$ cat src/rtl/gpio_edge_irq.sv
module gpio_edge_irq #(
  parameter int N = 16
) (
  input  logic         clk,
  input  logic         rst_n,
  input  logic [7:0]   addr,
  input  logic         wr_en,
  input  logic [N-1:0] wdata,
  output logic [N-1:0] rdata,
  input  logic [N-1:0] pin_in,
  output logic [N-1:0] pin_out,
  output logic [N-1:0] pin_oe,
  output logic         irq
);

  logic [N-1:0] sync1, sync2, prev;
  logic [N-1:0] dout, dir, edge_sel, mask, status, pin_en;
  logic [N-1:0] event_hit, clr;

  assign event_hit = ((edge_sel & sync2 & ~prev) | (~edge_sel & ~sync2 & prev)) & dir & ~mask;
  assign clr = (wr_en && addr == 8'h14) ? wdata : '0;

  always_ff @(posedge clk) begin
    if (!rst_n) begin
      sync1    <= '0;
      sync2    <= '0;
      prev     <= '0;
      dout     <= '1;
      dir      <= '1;
      edge_sel <= '1;
      mask     <= '1;
      status   <= '0;
      pin_en   <= '1;
    end else begin
      sync1  <= pin_in;
      sync2  <= sync1;
      prev   <= sync2;
      status <= (status & ~clr) | event_hit;
      if (wr_en) begin
        case (addr)
          8'h04: dout     <= wdata;
          8'h08: dir      <= wdata;
          8'h0C: edge_sel <= wdata;
          8'h10: mask     <= wdata;
          8'h18: pin_en   <= wdata;
          default: ;
        endcase
      end
    end
  end

  always_comb begin
    case (addr)
      8'h00:   rdata = sync2 & pin_en;
      8'h04:   rdata = dout;
      8'h08:   rdata = dir;
      8'h0C:   rdata = edge_sel;
      8'h10:   rdata = mask;
      8'h14:   rdata = status;
      8'h18:   rdata = pin_en;
      default: rdata = '0;
    endcase
  end

  assign pin_oe  = ~dir;
  assign pin_out = dout & ~dir;
  assign irq     = |status;

endmodule

$ cat config.mk
export PLATFORM = sky130hd
export DESIGN_NAME = gpio_edge_irq
export DESIGN_NICKNAME = d
export VERILOG_FILES = /design/src/rtl/gpio_edge_irq.sv
export SDC_FILE = /design/constraint.sdc
export NUM_CORES = 1
export LEC_CHECK = 0
export BUFFER_PORTS_ARGS = -buffer_cell sky130_fd_sc_hd__buf_2
export CAP_MARGIN = 20
export CORE_MARGIN = 4
export CORE_UTILIZATION = 45
export DETAILED_ROUTE_END_ITERATION = 10
export HOLD_SLACK_MARGIN = 0.05
export PLACE_DENSITY_LB_ADDON = 0.08
export RECOVER_POWER = 100
export SYNTH_ARGS = -nofsm -noshare
export SYNTH_HDL_FRONTEND = slang
export SYNTH_SLANG_ARGS = --single-unit
export TNS_END_PERCENT = 100
$ cat constraint.sdc
create_clock -name clk -period 1.7 [get_ports clk]
set_input_delay 0.255 -clock clk [delete_from_list [all_inputs] [get_ports clk]]
set_output_delay 0.255 -clock clk [all_outputs]
set_load 0.02 [all_outputs]
# [After elaboration in Yosys (flattened, before gate mapping)]
# Cells that the tools add are included.
[totals] wordCells=42 mem_bits_rw=0 n_memories=0 input_bits=43 mem_bits_ro=0 regBits=144 out_inout_bits=49 latch_bits=0
[classes] bitwise_logic=17 magnitude_cmp=0 n_mul=0 div_mod_pow=0 n_shift=0 n_mux=2 reduce_logical=8 add_sub_neg=0 eq_ne=6
[op_table] cell="$and 16x16->16" count=9
[op_table] cell="$pmux 16 s7" count=1
[op_table] cell="$not 16->16" count=6
[op_table] cell="$or 16x16->16" count=2
[op_table] cell="$eq 8x5->1 const B" count=3
[op_table] cell="$eq 8x4->1 const B" count=2
[op_table] cell="$mux 16" count=1
[op_table] cell="$reduce_or 16->1" count=1
[op_table] cell="$reduce_and 2->1" count=5
[op_table] cell="$eq 8x3->1 const B" count=1
[op_table] cell="$logic_not 8->1" count=1
[op_table] cell="$logic_and 1x1->1" count=1

# [Logic depth before layout (Yosys ltp)]
# Gate-level depths: netlist of the first run.
[logic_depth] word_depth=7 ltp_mapped=8 mapped_depth_nobuf=4

# [Least setup slack after synthesis of the first run]
# OpenSTA, ideal clock, no wires.
[synth_path] path_type="input to output" from="input port addr[3]" to="output port rdata[10]" path_buffers=2 cell_stages=5 path_slack_ns=-0.148 required_time_ns=1.445 arrival_ns=1.593 cell_sequence="buf_2 nor4b_4 clkbuf_1 a32oi_1 o211ai_1"
[synth_via] elab_chain_cells=2 word_cells_on_any_way=8 cone_classes="eq/ne (6); mux (1); reduce/logical (1)"
[synth_lines] item="start: declaration" line_no="6" source="input logic [7:0] addr,"
[synth_lines] item="$eq 8x5->1, or another cell as far along" line_no="53" source="case (addr)"
[synth_lines] item="$pmux 16 s7 *" line_no="53"
[synth_lines] item="end: declaration" line_no="9" source="output logic [N-1:0] rdata,"
# Every way passes the cells marked *; elsewhere a longest branch is shown, timed or not.

# [Final worst setup path of the first run]
[layout_path] from="register sync2[5]" to="output port rdata[5]"
[layout_via] elab_chain_cells=2
[layout_lines] item="start: declaration" line_no="16" source="logic [N-1:0] sync1, sync2, prev;"
[layout_lines] item="start signal: assignment" line_no="36" source="sync2 <= sync1;"
[layout_lines] item="$and 16x16->16" line_no="54" source="8'h00: rdata = sync2 & pin_en;"
[layout_lines] item="$pmux 16 s7" line_no="53"
# No other way between the ends.

==> results.sh, run 1 <==
export IMPL_setup_ws_ns=-0.265
export IMPL_gp_congestion=0.833
export IMPL_cp_slowest_cell="mux4_2"
export IMPL_drcViolationCount=0
export IMPL_outcome="complete, but fails checks"
export IMPL_grt_overflow_total=0
export IMPL_path_class="reg -> out"
export IMPL_slowest_delay_ns=0.45
export IMPL_violations="negative setup slack"
export IMPL_port_buffers=91
export IMPL_stdcell_count=1070
export IMPL_drt_iter0_markers=626
export IMPL_end_kind="primary output"
export IMPL_crit_chain="and2_4, mux4_2, o21ai_2, nor4_2, buf_4"
export IMPL_grt_usage_pct=24.1
export IMPL_p_total_mw=7.80
export IMPL_most_common_layout_cells="nand2_1 (187), dfxtp_1 (121), buf_4 (51)"
export IMPL_viasPerCell=5.44
export IMPL_diodes=0
export IMPL_grt_pass1_wl_um=30000
export IMPL_min_period_over_period_pct=116
export IMPL_grt_max_degree=62
export IMPL_syn_inst=739
export IMPL_timing_final_crit_period_ns=1.97
export IMPL_critPathTopFamily="multiplexers"
export IMPL_crit_buf_inv=1
export IMPL_synthArstFlopShare_pct=0
export IMPL_rsz0062_at_grt="true"
export IMPL_synth_edff_count=0
export IMPL_hpwl_um=13000
export IMPL_cts_buffers=17
export IMPL_die_w_um=125
export IMPL_cts_tree="yes"
export IMPL_pre_cts_ws_ns=-0.129
export IMPL_worst_pin_slew_ns=0.713
export IMPL_powerDensity_mw_per_mm2=943
export IMPL_core_area_mm2=0.0133
export IMPL_ctsRootBufferMaster="clkbuf_16"
export IMPL_initial_core_util_pct=46.3
export IMPL_ant_nets=0
export IMPL_worstPathRequired_ns=1.44
export IMPL_yosys_warnings=0
export IMPL_avgSynthCellArea_um2=8.36
export IMPL_final_common_cell="nand2_1"
export IMPL_ys_types=37
export IMPL_vias=5818
export IMPL_hold_path_class="in -> reg"
export IMPL_path_clk_slew_ns=0.06
export IMPL_grt_pass1_vias=5630
export IMPL_cts_buffer_depth=2
export IMPL_utilization_pct=62.0
export IMPL_ys_ff_latch=144
export IMPL_htree_levels=4
export IMPL_final_area_mm2=0.00827
export IMPL_drt_total_wl_um=18800
export IMPL_die_y_um=125
export IMPL_hold_violations=0
export IMPL_rrSetupSlack_ns=0.65
export IMPL_finalSetupTns_ns=-2.92
export IMPL_drive_gt1_share_pct=24.2
export IMPL_fmax_mhz=509
export IMPL_cts_sinks=144
export IMPL_antenna_found_initial=0
export IMPL_syn_to_final_growth_pct=33.8
export IMPL_relSlewSlack_pct=52.5
export IMPL_arrival_ns=1.71
export IMPL_netlist_area_mm2=0.00618
export IMPL_drt_pass1_iterations=7
export IMPL_setup_violations=23
export IMPL_cp_max_fo=4
export IMPL_synthFlopType="dfxtp_1"
export IMPL_die_area_mm2=0.0157
export IMPL_nets=924
export IMPL_syn_nets=782
export IMPL_routedWlPerCell_um=17.6
export IMPL_skew_ns=0.00625
export IMPL_yosysSeqAreaShare_pct=46.6
export IMPL_clock_latency_ns=0.42
export IMPL_dp_cells=1012
export IMPL_io_pins=92
export IMPL_holdWs_ns=0.134
export IMPL_worstSetupStartpointType="register"
export IMPL_placed_cell_area_mm2=0.00724
export IMPL_num_rows=42
export IMPL_cellLeakagePower_nw=3.78
export IMPL_peakVddDrop_uv=662
export IMPL_slew_viol_final=0
export IMPL_maxCapViolations=0
## final cells by class
| class | count | area, um2 |
|---|---|---|
| well taps | 176 | 220 |
| multi-input cells | 509 | 3090 |
| clock buffers | 20 | 457 |
| fillers | 1197 | 5080 |
| inverters | 32 | 120 |
| repair buffers | 177 | 1320 |
| clock inverters | 12 | 158 |
| flip-flops and latches | 144 | 2910 |
## sequential cells by signal, indices dropped and copies added (netlist names)
signal	count
dir	16
dout	16
edge_sel	16
mask	16
pin_en	16
prev	16
status	16
sync1	16
sync2	16
## tightest hold or removal path, stage by stage
cell and delay, ns:
buf_2 0.14, nand2_1 0.06, nand3_1 0.07
## per-layer routing
layer / GRT usage, % / wire length, um / up-vias
li1: - / - / 2845
met1: 32.4 / 8370 / 2733
met2: 39.2 / 8930 / 208
met3: 4.65 / 1150 / 32
met4: 7.59 / 353 / 0
met5: 0 / 0 / -
## synthesized netlist by cell type, types with 2 or more instances
| cell type | instances | area [um2] |
|---|---|---|
| and3_1 | 3 | 18.8 |
| a21oi_1 | 16 | 80.1 |
| inv_1 | 32 | 120 |
| clkbuf_1 | 30 | 113 |
| a22o_1 | 15 | 131 |
| nand3_1 | 34 | 170 |
| a32oi_1 | 15 | 131 |
| o211ai_1 | 46 | 345 |
| and2_1 | 52 | 325 |
| o21ai_0 | 32 | 160 |
| and4_1 | 3 | 26.3 |
| nor2_1 | 17 | 63.8 |
| buf_4 | 4 | 30.0 |
| a22oi_1 | 15 | 113 |
| nand2_1 | 190 | 713 |
| buf_2 | 16 | 80.1 |
| a41o_1 | 16 | 160 |
| nor3_1 | 2 | 10.0 |
| mux2i_1 | 17 | 170 |
| dfxtp_1 | 144 | 2880 |
| nor4_1 | 5 | 31.3 |
| nand4_2 | 2 | 25.0 |
| nor2b_1 | 18 | 113 |
| buf_6 | 2 | 22.5 |
## what timing repair did
action,in CTS,in global routing
hold buffers,16,0
pin swaps,21,26
endpoints found under the setup margin,17,17
endpoints found under the hold margin,16,0
gates cloned,1,0
buffers inserted,4,5
gates resized for setup,93,32
## kinds of logic (layout without fill, tap and decap cells)
logic type      after synthesis  count (layout)  share of synthesized area, %
mux                          18              18                          3.12
compound gates              157             157                          18.4
simple gates                334             334                          25.7
flops                       144             144                          46.6
buf+inv                      86             241                          6.05
## where the power goes
part | leakage (nW) | internal (mW) | switching (mW)
combinational | 2.34 | 0.242 | 0.258
clock | 0.281 | 2.39 | 1.45
sequential | 1.17 | 3.42 | 0.0340
## worst paths after layout
| check | start | endpoint | depth (start not counted) |
|---|---|---|---|
| worst max-delay path | sync2[5]$_SDFF_PN0_ | rdata[5] | 5 |
| worst min-delay path | wdata[12] | pin_en[12]$_SDFFE_PN1P_ | 3 |
| worst max register to register | sync2[12]$_SDFF_PN0_ | status[12]$_SDFF_PN0_ | 4 |
| worst min register to register | sync1[7]$_SDFF_PN0_ | sync2[7]$_SDFF_PN0_ | 1 |
(Power assumes the default switching activity.)
==> run 2, diff against run 1 <==
CELL_PAD_IN_SITES_DETAIL_PLACEMENT = 0   (was unset)
CELL_PAD_IN_SITES_GLOBAL_PLACEMENT = 1   (was unset)
CORE_UTILIZATION = 38   (was 45)
==> run 2 against run 1 <==
  * The run still ends with negative setup slack left
  * Critical endpoint unchanged
  * Routed wire length is 7.3% higher
  * Die area is 17% higher
  * First-iteration DRC count is 23% lower
  * Critical path depth stayed put
  * Clock skew is 0.0072 ns higher
  * Worst setup slack better by 0.023 ns
  * Flip-flop and latch count stayed put
  * Sequential power hardly changed
  * Total power is 0.67% lower
  * Register-to-register slack better by 0.05 ns
==> results.sh, run 2 (synthesized netlist as in run 1, its figures left out) <==
export IMPL_outcome="complete, but fails checks"
export IMPL_violations="negative setup slack"
export IMPL_pwr_share_clk_pct=49.1
export IMPL_cp_max_fo=2
export IMPL_skew_ns=0.0134
export IMPL_hold_violations=0
export IMPL_switching_share_pct=23.2
export IMPL_cts_buffer_depth=2
export IMPL_pwr_share_comb_pct=6.3
export IMPL_setup_violations=34
export IMPL_arrival_ns=1.69
export IMPL_grt_pass1_wl_um=31200
export IMPL_drt_total_wl_um=20200
export IMPL_hpwl_um=13800
export IMPL_diodes=0
export IMPL_p_switching_mw=1.80
export IMPL_cts_tree="yes"
export IMPL_antenna_found_initial=0
export IMPL_min_period_over_period_pct=114
export IMPL_worstPathRequired_ns=1.44
export IMPL_io_pins=92
export IMPL_drt_iter0_markers=481
export IMPL_powerDensity_mw_per_mm2=924
export IMPL_htree_levels=4
export IMPL_fillers=1549
export IMPL_final_common_cell="nand2_1"
export IMPL_fmax_mhz=515
export IMPL_grt_overflow_total=0
export IMPL_num_rows=46
export IMPL_cts_sinks=144
export IMPL_die_area_mm2=0.0184
export IMPL_viasPerCell=5.26
export IMPL_die_y_um=136
export IMPL_path_class="reg -> out"
export IMPL_cp_slowest_cell="mux4_2"
export IMPL_routedWlPerCell_um=18.0
export IMPL_cts_buffers=17
export IMPL_port_buffers=91
export IMPL_setup_ws_ns=-0.242
export IMPL_syn_to_final_growth_pct=35.6
export IMPL_cellLeakagePower_nw=3.81
export IMPL_timing_final_crit_period_ns=1.94
export IMPL_crit_buf_inv=1
export IMPL_drive_gt1_share_pct=28.1
export IMPL_grt_usage_pct=22.2
export IMPL_rsz0062_at_grt="true"
export IMPL_power_share_sequential_pct=44.6
export IMPL_die_w_um=136
export IMPL_maxCapViolations=0
export IMPL_pre_cts_ws_ns=-0.220
export IMPL_critPathTopFamily="multiplexers"
export IMPL_internal_power_mw=5.95
export IMPL_worst_pin_slew_ns=0.696
export IMPL_slew_viol_final=0
export IMPL_gp_congestion=0.868
export IMPL_path_clk_slew_ns=0.07
export IMPL_core_area_mm2=0.0159
export IMPL_drt_pass1_iterations=5
export IMPL_grt_pass1_vias=5573
export IMPL_ant_nets=0
export IMPL_ctsRootBufferMaster="clkbuf_16"
export IMPL_peakVddDrop_uv=745
export IMPL_clock_latency_ns=0.43
export IMPL_vias=5883
export IMPL_initial_core_util_pct=38.9
export IMPL_hold_path_class="in -> reg"
export IMPL_finalSetupTns_ns=-3.06
export IMPL_grt_max_degree=38
export IMPL_worstSetupStartpointType="register"
export IMPL_multi_input_area_mm2=0.00312
export IMPL_end_kind="primary output"
export IMPL_relSlewSlack_pct=53.6
export IMPL_nets=933
export IMPL_crit_chain="and2_1, mux4_2, o21ai_2, nor4_2, buf_4"
export IMPL_slowest_delay_ns=0.46
export IMPL_most_common_layout_cells="nand2_1 (189), dfxtp_1 (100), buf_4 (60)"
export IMPL_regArea_mm2=0.00294
export IMPL_drcViolationCount=0
==> run 2: cell count changes in the layout (fill, tap and decap cells not counted), sizes merged <==
cell         before  now
buf             110  118
clkbuf           71   72
clkinv            1    4
clkinvlp          6    5
dlygate4sd3      16   15
inv              34   33
==> run 2: metrics by stage <==
stage               hold slack, ns  instances  power, mW  utilization, %  area (um2)
finish                       0.101       1119       7.75            52.8        8380
global route                0.0890       1119       8.02            52.8        8380
CTS                         0.0613       1106       7.83            52.7        8370
detailed placement           0.419       1049       3.95            45.6        7240
global placement             0.414       1049       3.94            45.6        7240
floorplan                    0.379        739       3.73               -        6230
==> run 2: timing repair <==
item / 4_1_cts / 5_1_grt
setup buffers: 8 / 12
endpoints found under the setup margin: 17 / 17
pin swaps: 28 / 38
endpoints found under the hold margin: 15 / 0
gates resized for setup: 104 / 49
cloned: 2 / 1
hold buffers: 15 / 0
==> run 2: layer usage <==
metal / up-vias / track usage, % / routed length [um]
li1: 2874 / - / -
met1: 2782 / 30.9 / 9440
met2: 195 / 34.8 / 9220
met3: 32 / 4.35 / 1140
met4: 0 / 7.39 / 367
met5: - / 0 / 0
==> run 2: cell type report <==
cell class / count / share of cell area, %
Tap cell: 216 / 3.22
Sequential cell: 144 / 35.0
Clock inverter: 13 / 1.96
Timing Repair Buffer: 186 / 15.9
Multi-Input combinational cell: 509 / 37.3
Inverter: 32 / 1.43
Clock buffer: 19 / 5.16
==> run 2: final timing paths <==
| check | from | endpoint | slack, ns | depth (start not counted) |
|---|---|---|---|---|
| max | pin_en[5]$_SDFFE_PN1P_ | rdata[5] | -0.24 | 5 |
| min | pin_in[15] | sync1[15]$_SDFF_PN0_ | 0.10 | 2 |
| max reg2reg | sync2[4]$_SDFF_PN0_ | status[4]$_SDFF_PN0_ | 0.70 | 4 |
| min reg2reg | sync1[7]$_SDFF_PN0_ | sync2[7]$_SDFF_PN0_ | 0.43 | 1 |
==> run 2: power by group through the flow <==
| stage | clock [mW] | combinational (mW) | sequential (mW) |
|---|---|---|---|
| 4_1_cts | 3.88 | 0.494 | 3.45 |
| 2_1_floorplan | 0 | 0.217 | 3.52 |
| 6_report | 3.80 | 0.485 | 3.46 |
| 3_3_place_gp | 0 | 0.416 | 3.53 |
| 3_5_place_dp | 0 | 0.419 | 3.53 |
| 5_1_grt | 4.03 | 0.528 | 3.46 |
